--- src/rtl/loop_branch_unit.sv ---
module loop_branch_unit (
  input  logic        clk,
  input  logic        rst_n,
  input  logic        in_valid,
  input  logic [7:0]  opcode,
  input  logic [7:0]  disp,
  input  logic [1:0]  addr_size,
  input  logic [1:0]  op_size,
  input  logic        long_mode,
  input  logic [63:0] count_in,
  input  logic        zf,
  input  logic [63:0] next_ip,
  output logic        out_valid,
  output logic [63:0] count_out,
  output logic        taken,
  output logic [63:0] target_ip,
  output logic        unsupported
);

  localparam logic [7:0] OP_NZ  = 8'hE0;
  localparam logic [7:0] OP_Z   = 8'hE1;
  localparam logic [7:0] OP_ANY = 8'hE2;

  logic [63:0] cnt_mask, cnt_dec, cnt_new, tgt_sum, tgt_cut;
  logic        cnt_nz, known, go;

  always_comb begin
    unique case (addr_size)
      2'd0:    cnt_mask = 64'h0000_0000_0000_FFFF;
      2'd1:    cnt_mask = 64'h0000_0000_FFFF_FFFF;
      default: cnt_mask = '1;
    endcase
  end

  assign cnt_dec = count_in - 64'd1;

  always_comb begin
    unique case (addr_size)
      2'd0:    cnt_new = {count_in[63:16], cnt_dec[15:0]};
      2'd1:    cnt_new = {32'd0, cnt_dec[31:0]};
      default: cnt_new = cnt_dec;
    endcase
  end

  assign cnt_nz = |(cnt_new & cnt_mask);
  assign known  = (opcode == OP_NZ) || (opcode == OP_Z) || (opcode == OP_ANY);

  always_comb begin
    unique case (opcode)
      OP_ANY:  go = cnt_nz;
      OP_Z:    go = cnt_nz && zf;
      OP_NZ:   go = cnt_nz && !zf;
      default: go = 1'b0;
    endcase
  end

  assign tgt_sum = next_ip + {{56{disp[7]}}, disp};

  always_comb begin
    if (long_mode)          tgt_cut = tgt_sum;
    else if (op_size == 0)  tgt_cut = {48'd0, tgt_sum[15:0]};
    else                    tgt_cut = {32'd0, tgt_sum[31:0]};
  end

  always_ff @(posedge clk or negedge rst_n) begin
    if (!rst_n) begin
      out_valid   <= 1'b0;
      count_out   <= '0;
      taken       <= 1'b0;
      target_ip   <= '0;
      unsupported <= 1'b0;
    end else begin
      out_valid <= in_valid;
      if (in_valid) begin
        count_out   <= known ? cnt_new : count_in;
        taken       <= go;
        target_ip   <= go ? tgt_cut : next_ip;
        unsupported <= !known;
      end
    end
  end


  valid_follow_chk: assert property (@(posedge clk) disable iff (!rst_n)
    out_valid == $past(in_valid));


  upper_keep_chk: assert property (@(posedge clk) disable iff (!rst_n)
    in_valid && addr_size == 2'd0 |=> count_out[63:16] == $past(count_in[63:16]));


  z_block_chk: assert property (@(posedge clk) disable iff (!rst_n)
    in_valid && opcode == OP_Z && !zf |=> !taken);


  nz_block_chk: assert property (@(posedge clk) disable iff (!rst_n)
    in_valid && opcode == OP_NZ && zf |=> !taken);


  fall_through_chk: assert property (@(posedge clk) disable iff (!rst_n)
    in_valid |=> (taken || target_ip == $past(next_ip)));


  bad_op_chk: assert property (@(posedge clk) disable iff (!rst_n)
    out_valid && unsupported |-> !taken);


  bad_keep_chk: assert property (@(posedge clk) disable iff (!rst_n)
    in_valid && !known |=> unsupported && count_out == $past(count_in));

endmodule

--- config.mk ---
export PLATFORM = sky130hd
export DESIGN_NAME = loop_branch_unit
export DESIGN_NICKNAME = d
export VERILOG_FILES = /design/src/rtl/loop_branch_unit.sv
export SDC_FILE = /design/constraint.sdc
export NUM_CORES = 1
export LEC_CHECK = 0
export BUFFER_PORTS_ARGS = -buffer_cell sky130_fd_sc_hd__clkbuf_2
export CORE_MARGIN = 5
export CORE_UTILIZATION = 50
export CTS_CLUSTER_SIZE = 40
export DETAILED_ROUTE_END_ITERATION = 12
export HOLD_SLACK_MARGIN = 0.02
export PLACE_DENSITY = 0.78
export RECOVER_POWER = 100
export SYNTH_ARGS = -nofsm -noshare
export SYNTH_HDL_FRONTEND = slang
export SYNTH_SLANG_ARGS = --single-unit
export TNS_END_PERCENT = 10
--- constraint.sdc ---
create_clock -name clk -period 0.8 [get_ports clk]
set_input_delay 0.16 -clock clk [delete_from_list [all_inputs] [get_ports clk]]
set_output_delay 0.16 -clock clk [all_outputs]
set_load 0.02 [all_outputs]
==> metrics.txt, run 1 <==
# TYPE chip_impl_metric gauge
chip_impl_metric{name="clk_latency",unit="ps"} 430
chip_impl_info{name="clock_tree_from_tritoncts",value="done"} 1
chip_impl_metric{name="synthCells",unit=""} 1545
chip_impl_metric{name="post-dp-hpwl",unit="um"} 36600
chip_impl_metric{name="postPlaceCellArea",unit="mm2"} 0.0172
chip_impl_info{name="violations",value="setup timing"} 1
chip_impl_metric{name="vias",unit=""} 16300
chip_impl_metric{name="die_span_x",unit="um"} 163
chip_impl_metric{name="max_cap_violations",unit=""} 0
chip_impl_metric{name="htree_num_levels",unit=""} 4
chip_impl_info{name="setup_repair_after_global_routing_missed_its_margin",value="true"} 1
chip_impl_metric{name="grt_overflow",unit=""} 0
chip_impl_metric{name="grt_first_pass_wirelength",unit="um"} 80300
chip_impl_info{name="cts_root_buf",value="sky130_fd_sc_hd__clkbuf_16"} 1
chip_impl_metric{name="combPwrFrac",unit="%"} 39.3
chip_impl_metric{name="num_antenna_cells",unit=""} 0
chip_impl_info{name="critical_path_cell_by_cell",value="buf_8, or3_1, or4_4, or4_4, buf_6, o21a_1, nor4_2, nand4_1, o41ai_2, buf_4, a31oi_4, buf_6, nand3_4, buf_12, a2111oi_2, a221o_1"} 1
chip_impl_metric{name="placement.io_buffers",unit=""} 283
chip_impl_metric{name="synth.avg_cell_area",unit="um2"} 7.59
chip_impl_metric{name="finalHoldViolations",unit=""} 0
chip_impl_metric{name="timing.final.ws_setup",unit="ps"} -2540
chip_impl_metric{name="synth_seq_cells",unit=""} 131
chip_impl_metric{name="antenna_found_initial",unit=""} 0
chip_impl_metric{name="layout.nets",unit=""} 2513
chip_impl_metric{name="cts.sink_count",unit=""} 131
chip_impl_metric{name="yosysSeqAreaShare",unit="%"} 28.0
chip_impl_metric{name="pwr-share-seq",unit="%"} 28.5
chip_impl_metric{name="drive_gt1_share",unit="%"} 44.1
chip_impl_info{name="largest_delay_share_family_worst_path",value="simple AND/OR/NAND/NOR gates"} 1
chip_impl_metric{name="top_level_ports",unit=""} 284
chip_impl_metric{name="p_leak",unit="uW"} 0.00894
chip_impl_info{name="setup.worst_path.class",value="input pin to register"} 1
chip_impl_metric{name="floorplan.core_area",unit="mm2"} 0.0233
chip_impl_metric{name="die_extent_in_y",unit="um"} 163
chip_impl_metric{name="cts-root-to-sink-buffers",unit=""} 2
chip_impl_metric{name="synthDistinctLibCells",unit=""} 76
chip_impl_metric{name="crit_path_max_incr_delay",unit="ps"} 560
chip_impl_metric{name="tritoncts.num_buffers",unit=""} 17
chip_impl_metric{name="vdd_ir_drop_max",unit="uV"} 1070
chip_impl_metric{name="clk_pin_slew",unit="ps"} 70
chip_impl_metric{name="initial_core_util",unit="%"} 50.4
chip_impl_metric{name="intPower",unit="uW"} 17100
chip_impl_metric{name="drt.antenna.violating_nets",unit=""} 0
chip_impl_metric{name="synth_enable_flop_cells",unit=""} 0
chip_impl_metric{name="finalCriticalPeriod",unit="ps"} 3340
chip_impl_metric{name="net-switching-power",unit="uW"} 9720
chip_impl_metric{name="syn_nets",unit=""} 1764
chip_impl_info{name="run_status",value="finished with violations"} 1
chip_impl_metric{name="synth_area",unit="mm2"} 0.0117
chip_impl_metric{name="max_freq",unit="MHz"} 300
chip_impl_info{name="critical_path.endpoint_type",value="register"} 1
chip_impl_metric{name="floorplan.rows",unit=""} 56
chip_impl_metric{name="hold_ws",unit="ps"} 15.7
chip_impl_metric{name="routed_via_density",unit=""} 6.21
chip_impl_info{name="worst_setup_path_start_kind",value="input pin"} 1
chip_impl_metric{name="post_drt_wl_per_cell",unit="um"} 20.8
chip_impl_metric{name="timing_worst_slew_pin_value",unit="ps"} 585
chip_impl_metric{name="skew",unit="ps"} 0
chip_impl_metric{name="critPathBufInv",unit=""} 5
chip_impl_metric{name="power.share.clock",unit="%"} 32.1
chip_impl_metric{name="timing.final.setup_violations",unit=""} 309
chip_impl_metric{name="cts_hold_buffers",unit=""} 19
chip_impl_metric{name="power_density_over_the_cells",unit="mW/mm2"} 1370
chip_impl_metric{name="grt_pass1_vias",unit=""} 15900
chip_impl_info{name="cp_slowest_cell",value="sky130_fd_sc_hd__or4_4"} 1
chip_impl_metric{name="dr.first_iter.drc_count",unit=""} 1976
chip_impl_metric{name="maximum_fanout_encountered_on_the_critical_timing_path",unit=""} 8
chip_impl_metric{name="fill_cells",unit=""} 1346
chip_impl_metric{name="grt_max_degree",unit=""} 46
chip_impl_metric{name="fp.dieArea",unit="mm2"} 0.0266
chip_impl_metric{name="sw_frac_of_total",unit="%"} 36.2
chip_impl_metric{name="worst_max_slew_margin_expressed_relative_to_the_limit",unit="%"} 60.5
chip_impl_metric{name="area_delta_synth_final",unit="%"} 66.5
chip_impl_info{name="postSynth.topFlopCell",value="sky130_fd_sc_hd__dfrtp_1"} 1
chip_impl_metric{name="post-place-ws",unit="ps"} -3090
chip_impl_metric{name="final_max_slew_viol_count",unit=""} 0
chip_impl_metric{name="postSynth.asyncResetShare",unit="%"} 100
chip_impl_metric{name="grtUsageTotal",unit="%"} 37.2
chip_impl_metric{name="arrival",unit="ps"} 3660
chip_impl_metric{name="dr.pass1.iters",unit=""} 6
chip_impl_metric{name="critPathRequiredTime",unit="ps"} 1120
chip_impl_info{name="worstHoldPathType",value="input pin to register"} 1
chip_impl_metric{name="synth.yosys.warnings",unit=""} 0
chip_impl_metric{name="drt_drc_violations_left",unit=""} 0
chip_impl_metric{name="post-route-period-util",unit="%"} 417
chip_impl_metric{name="detail_route.wirelength",unit="um"} 54500
chip_impl_metric{name="final_design_area_no_fill",unit="mm2"} 0.0195
chip_impl_metric{name="globalplace.congestion",unit=""} 0.976
registers in the layout, summed over array words and instances, names as in the netlist:
signal and flops:
taken 1, out_valid 1, count_out 64, unsupported 1, target_ip 64
layout make-up:
| type | count | area [um2] | area share [%] |
|---|---|---|---|
| inverters | 47 | 176 | 0.904 |
| well taps | 319 | 399 | 2.04 |
| repair buffers | 832 | 6210 | 31.8 |
| clock buffers | 19 | 453 | 2.32 |
| multi-input cells | 1265 | 8850 | 45.3 |
| flip-flops and latches | 131 | 3280 | 16.8 |
| clock inverters | 12 | 156 | 0.801 |
final timing paths:
| kind | slack (ps) | end | depth (start not counted) | startpoint |
|---|---|---|---|---|
| worst min register to register | 490 | target_ip[58] | 2 | target_ip[58] |
| worst min-delay path | 20 | target_ip[49] | 2 | next_ip[49] |
| worst max register to register | -120 | target_ip[25] | 2 | target_ip[25] |
| max in group asynchronous | -50 | target_ip[54] | 3 | rst_n |
| min in group asynchronous | 210 | target_ip[2] | 2 | rst_n |
| worst max-delay path | -2540 | target_ip[52] | 16 | count_in[28] |
metrics by stage:
step                      TNS, ps  std cells  utilization (%)  power [uW]
after global routing      -286670       2625             83.9       27800
after CTS                 -256230       2618             80.7       25800
after detailed placement  -282530       2552             74.0       17000
after floorplan           -242690       1545                -       12300
after global placement    -271410       2552             74.0       16700
final                     -261790       2625             83.9       26800
cells in the final DEF, fill, tap and decap left out, types with 12 or more instances in the layout:
| cell | count |
|---|---|
| sky130_fd_sc_hd__buf_2 | 79 |
| sky130_fd_sc_hd__nand2_1 | 106 |
| sky130_fd_sc_hd__nand2b_1 | 13 |
| sky130_fd_sc_hd__a31oi_1 | 14 |
| sky130_fd_sc_hd__nor4_2 | 12 |
| sky130_fd_sc_hd__nor2_1 | 173 |
| sky130_fd_sc_hd__clkbuf_16 | 17 |
| sky130_fd_sc_hd__nand3_1 | 36 |
| sky130_fd_sc_hd__nor3_1 | 35 |
| sky130_fd_sc_hd__dlygate4sd3_1 | 19 |
| sky130_fd_sc_hd__nor4_4 | 14 |
| sky130_fd_sc_hd__xor2_1 | 34 |
| sky130_fd_sc_hd__nor4_1 | 17 |
| sky130_fd_sc_hd__dfrtp_1 | 131 |
| sky130_fd_sc_hd__inv_1 | 45 |
| sky130_fd_sc_hd__a21o_1 | 27 |
| sky130_fd_sc_hd__nor3_2 | 14 |
| sky130_fd_sc_hd__a22oi_1 | 16 |
| sky130_fd_sc_hd__o21a_1 | 15 |
| sky130_fd_sc_hd__ha_1 | 63 |
| sky130_fd_sc_hd__o21ai_0 | 67 |
| sky130_fd_sc_hd__buf_6 | 49 |
| sky130_fd_sc_hd__nand4_1 | 34 |
| sky130_fd_sc_hd__o21ai_1 | 27 |
| sky130_fd_sc_hd__a21oi_1 | 190 |
| sky130_fd_sc_hd__o21bai_1 | 16 |
| sky130_fd_sc_hd__buf_4 | 490 |
| sky130_fd_sc_hd__or3_1 | 15 |
| sky130_fd_sc_hd__xnor2_1 | 69 |
| sky130_fd_sc_hd__a221o_1 | 12 |
| sky130_fd_sc_hd__buf_12 | 13 |
| sky130_fd_sc_hd__mux2i_1 | 16 |
| sky130_fd_sc_hd__clkbuf_2 | 166 |
repair_timing:
action	in CTS	in global routing
cloned	7	1
setup buffers	10	8
gates resized for setup	122	297
endpoints found under the hold margin	152	1
endpoints found under the setup margin	261	261
pin swaps	47	47
cell families after synthesis:
group / Yosys count / synth area share (%)
AO/OA/AOI/OAI: 490 / 25.6
XOR/XNOR: 104 / 7.77
adder cells (fa/ha/maj): 66 / 7.11
buffers and inverters: 151 / 5.12
flip-flops: 131 / 28.0
multiplexers: 27 / 2.41
AND/OR/NAND/NOR: 576 / 24.0
layer usage:
metal  share of wire [%]  wire length, um  up-vias  GRT usage (%)
met5                   0                0        -              0
met1                  37            20000     7620           46.5
met3                 9.8             5330      330           6.06
li1                    -                -     7189              -
met4                 6.5             3560        0           18.2
met2                  47            25600     1158           62.4
power by group through the flow:
| stage | sequential (uW) | combinational [uW] | clock (uW) |
|---|---|---|---|
| 5_1_grt | 7710 | 11200 | 8900 |
| 3_3_place_gp | 7680 | 9060 | 0 |
| 4_1_cts | 7600 | 9720 | 8520 |
| 6_report | 7660 | 10600 | 8620 |
| 2_1_floorplan | 8410 | 3930 | 0 |
| 3_5_place_dp | 7700 | 9290 | 0 |
synth_stat cells, types with 8 or more instances:
cell type / number / share of area [%]
sky130_fd_sc_hd__a21oi_1: 200 / 8.5
sky130_fd_sc_hd__nor2_1: 189 / 6.0
sky130_fd_sc_hd__dfrtp_1: 131 / 28
sky130_fd_sc_hd__nand2_1: 110 / 3.5
sky130_fd_sc_hd__o21ai_0: 100 / 4.3
sky130_fd_sc_hd__clkbuf_1: 89 / 2.8
sky130_fd_sc_hd__xnor2_1: 70 / 5.2
sky130_fd_sc_hd__ha_1: 65 / 6.9
sky130_fd_sc_hd__nor3_1: 57 / 2.4
sky130_fd_sc_hd__inv_1: 47 / 1.5
sky130_fd_sc_hd__nor4_1: 42 / 2.2
sky130_fd_sc_hd__nand3_1: 40 / 1.7
sky130_fd_sc_hd__nand4_1: 34 / 1.8
sky130_fd_sc_hd__xor2_1: 34 / 2.5
sky130_fd_sc_hd__a21o_1: 27 / 1.7
sky130_fd_sc_hd__a22oi_1: 26 / 1.7
sky130_fd_sc_hd__mux2i_1: 20 / 1.7
sky130_fd_sc_hd__a31oi_1: 16 / 0.85
sky130_fd_sc_hd__nand2b_1: 16 / 0.85
sky130_fd_sc_hd__o21bai_1: 16 / 1.0
sky130_fd_sc_hd__or3_1: 16 / 0.85
sky130_fd_sc_hd__o21a_1: 15 / 0.96
sky130_fd_sc_hd__or4_1: 14 / 0.90
sky130_fd_sc_hd__a221o_1: 12 / 1.0
sky130_fd_sc_hd__o31ai_1: 11 / 0.70
sky130_fd_sc_hd__nor2b_1: 10 / 0.53
sky130_fd_sc_hd__and3_1: 9 / 0.48
sky130_fd_sc_hd__buf_2: 9 / 0.38
sky130_fd_sc_hd__a21boi_0: 8 / 0.51
No activity file was read; power rests on OpenSTA's default activity.
==> run 2: changes to the inputs <==
Settings changed: CORE_UTILIZATION 50 to 55, PLACE_DENSITY 0.78 to 0.82, TNS_END_PERCENT 10 to default.
Clock period 0.8 ns to 4.1 ns, I/O delays scaled along.
==> run 2 against run 1 <==
Compared with the run above:
- the run ends with capacitance limit, slew limit left
- global-route usage is 1.9 points lower
- cell area fell by 17%
- count of clock-buffer cells in the layout increased by 1
- die area down 8.5%
- routed wire length fell by 18%
- sequential cell count is the same
- hold slack improved by 480 ps
- via count is 12% lower
- non-clock buffer count decreased by 233
- cell count shrank 11%
- critical path type unchanged
- critical endpoint is now target_ip[63]
- largest power group unchanged
==> metrics.txt, run 2 (synthesis gave the netlist of run 1 again) <==
# TYPE chip_impl_metric gauge
chip_impl_info{name="run_status",value="finished with violations"} 1
chip_impl_info{name="violations",value="capacitance limit, slew limit"} 1
chip_impl_metric{name="placement.io_buffers",unit=""} 283
chip_impl_metric{name="top_level_ports",unit=""} 284
chip_impl_metric{name="post_drt_wl_per_cell",unit="um"} 19.0
chip_impl_metric{name="min_delay_path_depth",unit=""} 1
chip_impl_metric{name="clk_pin_slew",unit="ps"} 60
chip_impl_info{name="worst_setup_path_start_kind",value="input pin"} 1
chip_impl_metric{name="max_cap_violations",unit=""} 1
chip_impl_metric{name="setup-tns-final",unit="ps"} 0
chip_impl_metric{name="r2r_cells",unit=""} 2
chip_impl_metric{name="finalHoldViolations",unit=""} 0
chip_impl_metric{name="critPathRequiredTime",unit="ps"} 4440
chip_impl_metric{name="post-dp-hpwl",unit="um"} 34300
chip_impl_metric{name="grt_overflow",unit=""} 0
chip_impl_info{name="worstHoldPathType",value="register to register"} 1
chip_impl_metric{name="die_extent_in_y",unit="um"} 156
chip_impl_info{name="worst_path_most_repeated_cell",value="sky130_fd_sc_hd__o31a_1"} 1
chip_impl_metric{name="tritoncts.num_buffers",unit=""} 17
chip_impl_metric{name="globalplace.congestion",unit=""} 0.977
chip_impl_metric{name="combPwrFrac",unit="%"} 34.9
chip_impl_metric{name="drt_drc_violations_left",unit=""} 0
chip_impl_info{name="top_regs",value="count_out (64), target_ip (64)"} 1
chip_impl_metric{name="dr.first_iter.drc_count",unit=""} 1208
chip_impl_info{name="critical_path.endpoint_type",value="register"} 1
chip_impl_metric{name="routed_via_density",unit=""} 6.08
chip_impl_info{name="clock_tree_from_tritoncts",value="done"} 1
chip_impl_metric{name="power_density_over_the_cells",unit="mW/mm2"} 298
chip_impl_metric{name="pwr-share-seq",unit="%"} 30.8
chip_impl_metric{name="cts-root-to-sink-buffers",unit=""} 2
chip_impl_metric{name="clk_latency",unit="ps"} 420
chip_impl_metric{name="final_max_slew_viol_count",unit=""} 110
chip_impl_info{name="hold_start",value="taken"} 1
chip_impl_info{name="reg2reg_to",value="target_ip[25]"} 1
chip_impl_metric{name="floorplan.core_area",unit="mm2"} 0.0210
chip_impl_metric{name="net-switching-power",unit="uW"} 1710
chip_impl_metric{name="vdd_ir_drop_max",unit="uV"} 273
chip_impl_metric{name="cts.sink_count",unit=""} 131
chip_impl_metric{name="finalCriticalPeriod",unit="ps"} 3990
chip_impl_metric{name="die_span_x",unit="um"} 156
chip_impl_metric{name="fp.dieArea",unit="mm2"} 0.0243
chip_impl_info{name="cp_slowest_cell",value="sky130_fd_sc_hd__o41ai_2"} 1
chip_impl_info{name="critical_path_cell_by_cell",value="clkbuf_2, ha_1, a211oi_1, nor3_1, o41ai_2, a22oi_1, a32o_1, o31a_1, o31a_1, a41oi_1, xnor2_1, mux2_2, a31oi_1"} 1
chip_impl_metric{name="post-place-ws",unit="ps"} -489
chip_impl_metric{name="intPower",unit="uW"} 3100
chip_impl_metric{name="initial_core_util",unit="%"} 55.8
chip_impl_info{name="setup.worst_path.class",value="input pin to register"} 1
chip_impl_info{name="hold_path_end",value="taken"} 1
chip_impl_metric{name="grt_first_pass_wirelength",unit="um"} 70200
chip_impl_metric{name="grtUsageTotal",unit="%"} 35.3
chip_impl_metric{name="drt.antenna.violating_nets",unit=""} 0
chip_impl_metric{name="timing.final.setup_violations",unit=""} 0
chip_impl_metric{name="max_freq",unit="MHz"} 251
chip_impl_metric{name="grt_max_degree",unit=""} 110
chip_impl_metric{name="vias",unit=""} 14300
chip_impl_metric{name="critPathBufInv",unit=""} 1
chip_impl_info{name="final_common_cell",value="sky130_fd_sc_hd__buf_4"} 1
chip_impl_metric{name="detail_route.wirelength",unit="um"} 44600
chip_impl_metric{name="antenna_found_initial",unit=""} 1
chip_impl_metric{name="regToRegSetupSlack",unit="ps"} 3200
chip_impl_metric{name="htree_num_levels",unit=""} 4
chip_impl_info{name="cts_root_buf",value="sky130_fd_sc_hd__clkbuf_16"} 1
chip_impl_metric{name="maximum_fanout_encountered_on_the_critical_timing_path",unit=""} 3
chip_impl_metric{name="fill_cells",unit=""} 1712
chip_impl_metric{name="area_delta_synth_final",unit="%"} 37.8
chip_impl_metric{name="crit_path_max_incr_delay",unit="ps"} 530
chip_impl_info{name="largest_delay_share_family_worst_path",value="compound AO/OA/AOI/OAI gates"} 1
chip_impl_metric{name="timing_worst_slew_pin_value",unit="ps"} 2930
chip_impl_metric{name="p_leak",unit="uW"} 0.00701
chip_impl_metric{name="layout.nets",unit=""} 2279
chip_impl_metric{name="worst_max_slew_margin_expressed_relative_to_the_limit",unit="%"} -95.5
chip_impl_metric{name="grt_pass1_vias",unit=""} 13900
chip_impl_info{name="layout_common_cells",value="sky130_fd_sc_hd__buf_4, sky130_fd_sc_hd__a21oi_1, sky130_fd_sc_hd__nor2_1"} 1
chip_impl_info{name="rr_startpoint",value="target_ip[25]"} 1
chip_impl_metric{name="post-route-period-util",unit="%"} 97.2
chip_impl_metric{name="sw_frac_of_total",unit="%"} 35.6
chip_impl_metric{name="skew",unit="ps"} 0
chip_impl_metric{name="drive_gt1_share",unit="%"} 26.4
chip_impl_metric{name="arrival",unit="ps"} 4330
chip_impl_metric{name="dr.pass1.iters",unit=""} 9
chip_impl_metric{name="power.share.clock",unit="%"} 34.3
chip_impl_metric{name="floorplan.rows",unit=""} 53
chip_impl_metric{name="timing.final.ws_setup",unit="ps"} 114
run 2: cell count changes in the layout (fill, tap and decap cells not counted), moves of 18 or more:
cell                            delta
sky130_fd_sc_hd__nor3_1           +18
sky130_fd_sc_hd__buf_6            -46
sky130_fd_sc_hd__dlygate4sd3_1    -19
sky130_fd_sc_hd__buf_2            -79
sky130_fd_sc_hd__clkbuf_1        +137
sky130_fd_sc_hd__buf_4           -187
sky130_fd_sc_hd__o21ai_0          +18
run 2: worst max-delay path by stage:
stage | from | endpoint | cells after the start
6_report | disp[1] | target_ip[63] | 13
5_1_grt | count_in[28] | target_ip[51] | 13
4_1_cts | count_in[27] | target_ip[1] | 13
3_5_place_dp | count_in[10] | target_ip[52] | 15
3_3_place_gp | count_in[14] | target_ip[56] | 16
2_1_floorplan | count_in[27] | taken | 13
run 2: layer usage:
layer	routed length [um]	track usage [%]	up-vias
met2	20600	57.0	685
met5	0	0	-
met4	1560	13.0	0
li1	-	-	6700
met1	18800	47.8	6777
met3	3660	5.80	113
run 2: repair_timing:
action / in CTS / in global routing
hold buffers: 0 / 0
pin swaps: 0 / 6
hold endpoints to repair: 0 / 0
gates cloned: 0 / 3
resized for setup: 3 / 19
setup buffers: 0 / 2
endpoints found under the setup margin: 3 / 51
run 2: layout make-up:
cell class              instances  area [um2]  area share (%)
inverters                      47         176            1.09
multi-input cells            1264        8080            50.0
well taps                     275         344            2.13
repair buffers                599        3670            22.7
diodes                          1        2.50          0.0155
clock inverters                11         153           0.944
flip-flops and latches        131        3280            20.3
clock buffers                  20         457            2.83
run 2: power groups by stage:
stage	sequential (uW)	combinational, uW	clock [uW]
after CTS	1480	1670	1650
after global placement	1500	1620	0
after floorplan	1640	768	0
after global routing	1500	1820	1700
after detailed placement	1500	1660	0
final	1480	1680	1650
run 2: metrics by stage:
stage / util (%) / hold slack, ps / cells / instance area, um2 / power, uW
6_report: 76.9 / 494 / 2348 / 16200 / 4810
3_3_place_gp: 74.0 / 479 / 2311 / 15600 / 3120
5_1_grt: 76.9 / 516 / 2348 / 16200 / 5020
2_1_floorplan: - / 524 / 1545 / 11900 / 2410
4_1_cts: 77.0 / 501 / 2342 / 16200 / 4800
3_5_place_dp: 74.0 / 488 / 2311 / 15600 / 3160
run 2: worst reg2reg max path, cell delays in order, from the launching register on:
cell and delay, ps:
sky130_fd_sc_hd__dfrtp_1 370, sky130_fd_sc_hd__nor2b_1 130, sky130_fd_sc_hd__a221o_1 280
==> run 3: changes to the inputs <==
Settings changed: HOLD_SLACK_MARGIN 0.02 to default, PLACE_DENSITY 0.82 to default, PLACE_DENSITY_LB_ADDON from default to 0.08.
==> run 3 against run 2 <==
Compared with the run above:
- the run now ends clean
- first-iteration DRC count decreased by 7.6%
- fmax decreased by 1.5%
- count of clock-buffer cells in the layout decreased by 1
- cell count decreased by 0.64%
==> metrics.txt, run 3 (synthesis gave the netlist of run 1 again) <==
# TYPE chip_impl_metric gauge
chip_impl_metric{name="vdd_ir_drop_max",unit="uV"} 273
chip_impl_info{name="reg2reg_to",value="target_ip[25]"} 1
chip_impl_info{name="setup.worst_path.class",value="input pin to register"} 1
chip_impl_info{name="final_common_cell",value="sky130_fd_sc_hd__buf_4"} 1
chip_impl_metric{name="finalCriticalPeriod",unit="ps"} 4050
chip_impl_metric{name="grt_max_degree",unit=""} 115
chip_impl_info{name="worst_setup_path_start_kind",value="input pin"} 1
chip_impl_metric{name="worst_max_slew_margin_expressed_relative_to_the_limit",unit="%"} 11.1
chip_impl_metric{name="grt_overflow",unit=""} 0
chip_impl_metric{name="layout.cells.non_filler",unit=""} 2333
chip_impl_metric{name="fp.dieArea",unit="mm2"} 0.0243
chip_impl_metric{name="initial_core_util",unit="%"} 55.8
chip_impl_info{name="top_regs",value="count_out (64), target_ip (64)"} 1
chip_impl_metric{name="max_cap_violations",unit=""} 0
chip_impl_metric{name="dr.pass1.iters",unit=""} 6
chip_impl_metric{name="final_max_slew_viol_count",unit=""} 0
chip_impl_metric{name="die_extent_in_y",unit="um"} 156
chip_impl_info{name="setup_repair_after_global_routing_missed_its_margin",value="true"} 1
chip_impl_metric{name="place.detailed.instances",unit=""} 2290
chip_impl_metric{name="grt_pass1_vias",unit=""} 13700
chip_impl_metric{name="p_leak",unit="uW"} 0.00742
chip_impl_metric{name="post-dp-hpwl",unit="um"} 33700
chip_impl_metric{name="vias",unit=""} 14200
chip_impl_info{name="layout_common_cells",value="sky130_fd_sc_hd__buf_4, sky130_fd_sc_hd__clkbuf_2, sky130_fd_sc_hd__a21oi_1"} 1
chip_impl_metric{name="setup-tns-final",unit="ps"} 0
chip_impl_metric{name="grtUsageTotal",unit="%"} 34.6
chip_impl_metric{name="skew",unit="ps"} 0
chip_impl_metric{name="timing.final.setup_violations",unit=""} 0
chip_impl_metric{name="post-route-util",unit="%"} 78.4
chip_impl_metric{name="cts.sink_count",unit=""} 131
chip_impl_metric{name="placement.io_buffers",unit=""} 283
chip_impl_info{name="clock_tree_from_tritoncts",value="done"} 1
chip_impl_metric{name="floorplan.rows",unit=""} 53
chip_impl_info{name="cts_root_buf",value="sky130_fd_sc_hd__clkbuf_16"} 1
chip_impl_metric{name="max_freq",unit="MHz"} 247
chip_impl_metric{name="register_area",unit="mm2"} 0.00328
chip_impl_metric{name="antenna_found_initial",unit=""} 0
chip_impl_info{name="critical_path.endpoint_type",value="register"} 1
chip_impl_metric{name="multiInputGateArea",unit="mm2"} 0.00815
chip_impl_info{name="rr_startpoint",value="target_ip[25]"} 1
chip_impl_metric{name="htree_num_levels",unit=""} 4
chip_impl_metric{name="post-place-ws",unit="ps"} -411
chip_impl_metric{name="post_drt_wl_per_cell",unit="um"} 19.0
chip_impl_metric{name="post-route-period-util",unit="%"} 98.7
chip_impl_info{name="worstHoldPathType",value="input pin to asynchronous set/reset pin"} 1
chip_impl_metric{name="fill_cells",unit=""} 1540
chip_impl_metric{name="maximum_fanout_encountered_on_the_critical_timing_path",unit=""} 7
chip_impl_metric{name="tritoncts.num_buffers",unit=""} 17
chip_impl_metric{name="dr.first_iter.drc_count",unit=""} 1116
chip_impl_info{name="run_status",value="finished clean"} 1
chip_impl_metric{name="clk_pin_slew",unit="ps"} 60
chip_impl_metric{name="r2r_cells",unit=""} 2
chip_impl_metric{name="cts-root-to-sink-buffers",unit=""} 2
chip_impl_metric{name="top_level_ports",unit=""} 284
chip_impl_metric{name="floorplan.core_area",unit="mm2"} 0.0210
chip_impl_metric{name="regToRegSetupSlack",unit="ps"} 3190
chip_impl_metric{name="arrival",unit="ps"} 4390
chip_impl_metric{name="globalplace.congestion",unit=""} 0.974
chip_impl_metric{name="num_antenna_cells",unit=""} 0
chip_impl_metric{name="power_density_over_the_cells",unit="mW/mm2"} 303
chip_impl_metric{name="timing_worst_slew_pin_value",unit="ps"} 1330
chip_impl_metric{name="layout.nets",unit=""} 2265
chip_impl_metric{name="routed_via_density",unit=""} 6.07
chip_impl_metric{name="drt_drc_violations_left",unit=""} 0
chip_impl_metric{name="critPathRequiredTime",unit="ps"} 4440
chip_impl_metric{name="clk_latency",unit="ps"} 430
chip_impl_metric{name="drt.antenna.violating_nets",unit=""} 0
chip_impl_metric{name="drive_gt1_share",unit="%"} 33.0
chip_impl_metric{name="timing.final.ws_setup",unit="ps"} 52.2
chip_impl_metric{name="die_span_x",unit="um"} 156
chip_impl_metric{name="grt_first_pass_wirelength",unit="um"} 68900
chip_impl_metric{name="detail_route.wirelength",unit="um"} 44400
chip_impl_metric{name="area_delta_synth_final",unit="%"} 40.5
chip_impl_metric{name="finalHoldViolations",unit=""} 0
[run 3: power breakdown]
| group | total (uW) | leakage, uW | switching [uW] | internal, uW |
|---|---|---|---|---|
| logic | 1710 | 0.00559 | 979 | 727 |
| registers | 1480 | 0.00151 | 73.2 | 1410 |
| clock network | 1810 | 0.000326 | 632 | 1170 |
| total | 5000 | 0.00742 | 1680 | 3310 |
[run 3: per-stage QoR]
step           power, uW  cell area, um2  hold slack [ps]
5_1_grt             5230           16500              517
3_5_place_dp        3140           15400              487
3_3_place_gp        3100           15400              478
2_1_floorplan       2410           11900              524
4_1_cts             4950           16100              491
6_report            5000           16500              436
[run 3: routing by layer]
layer	track usage (%)	vias up	share of wire [%]
li1	-	6665	-
met1	44.1	6643	40
met2	57.7	700	48
met3	6.46	145	8.4
met4	15.0	0	4.2
met5	0	-	0
[run 3: worst max path at each step]
stage | depth (start not counted) | to | from
finish | 15 | target_ip[43] | count_in[27]
global route | 16 | target_ip[56] | count_in[27]
CTS | 14 | target_ip[55] | count_in[14]
detailed placement | 16 | target_ip[55] | count_in[22]
global placement | 16 | target_ip[55] | count_in[22]
floorplan | 13 | taken | count_in[27]
[run 3: repair_timing]
item                       CTS  global route
setup endpoints to repair    0            64
hold buffers                 0             0
resized for setup            0            62
buffers inserted             0             8
[run 3: worst max-delay path: stages]
cell and delay [ps]:
sky130_fd_sc_hd__buf_6 100, sky130_fd_sc_hd__buf_4 140, sky130_fd_sc_hd__or4_1 580, sky130_fd_sc_hd__nor3_1 240
sky130_fd_sc_hd__nand3_1 240, sky130_fd_sc_hd__o31a_1 310, sky130_fd_sc_hd__nor4b_2 330, sky130_fd_sc_hd__nand4_1 160
sky130_fd_sc_hd__o41ai_2 410, sky130_fd_sc_hd__buf_4 190, sky130_fd_sc_hd__a31oi_4 150, sky130_fd_sc_hd__nor2_4 290
sky130_fd_sc_hd__clkbuf_16 240, sky130_fd_sc_hd__a22oi_1 100, sky130_fd_sc_hd__o21ai_1 100
[run 3: final cells by class]
| type | instances | area share (%) |
|---|---|---|
| repair buffers | 585 | 23.3 |
| inverters | 47 | 1.10 |
| flip-flops and latches | 131 | 19.9 |
| clock buffers | 19 | 2.75 |
| multi-input cells | 1264 | 49.5 |
| clock inverters | 12 | 1.37 |
| well taps | 275 | 2.09 |
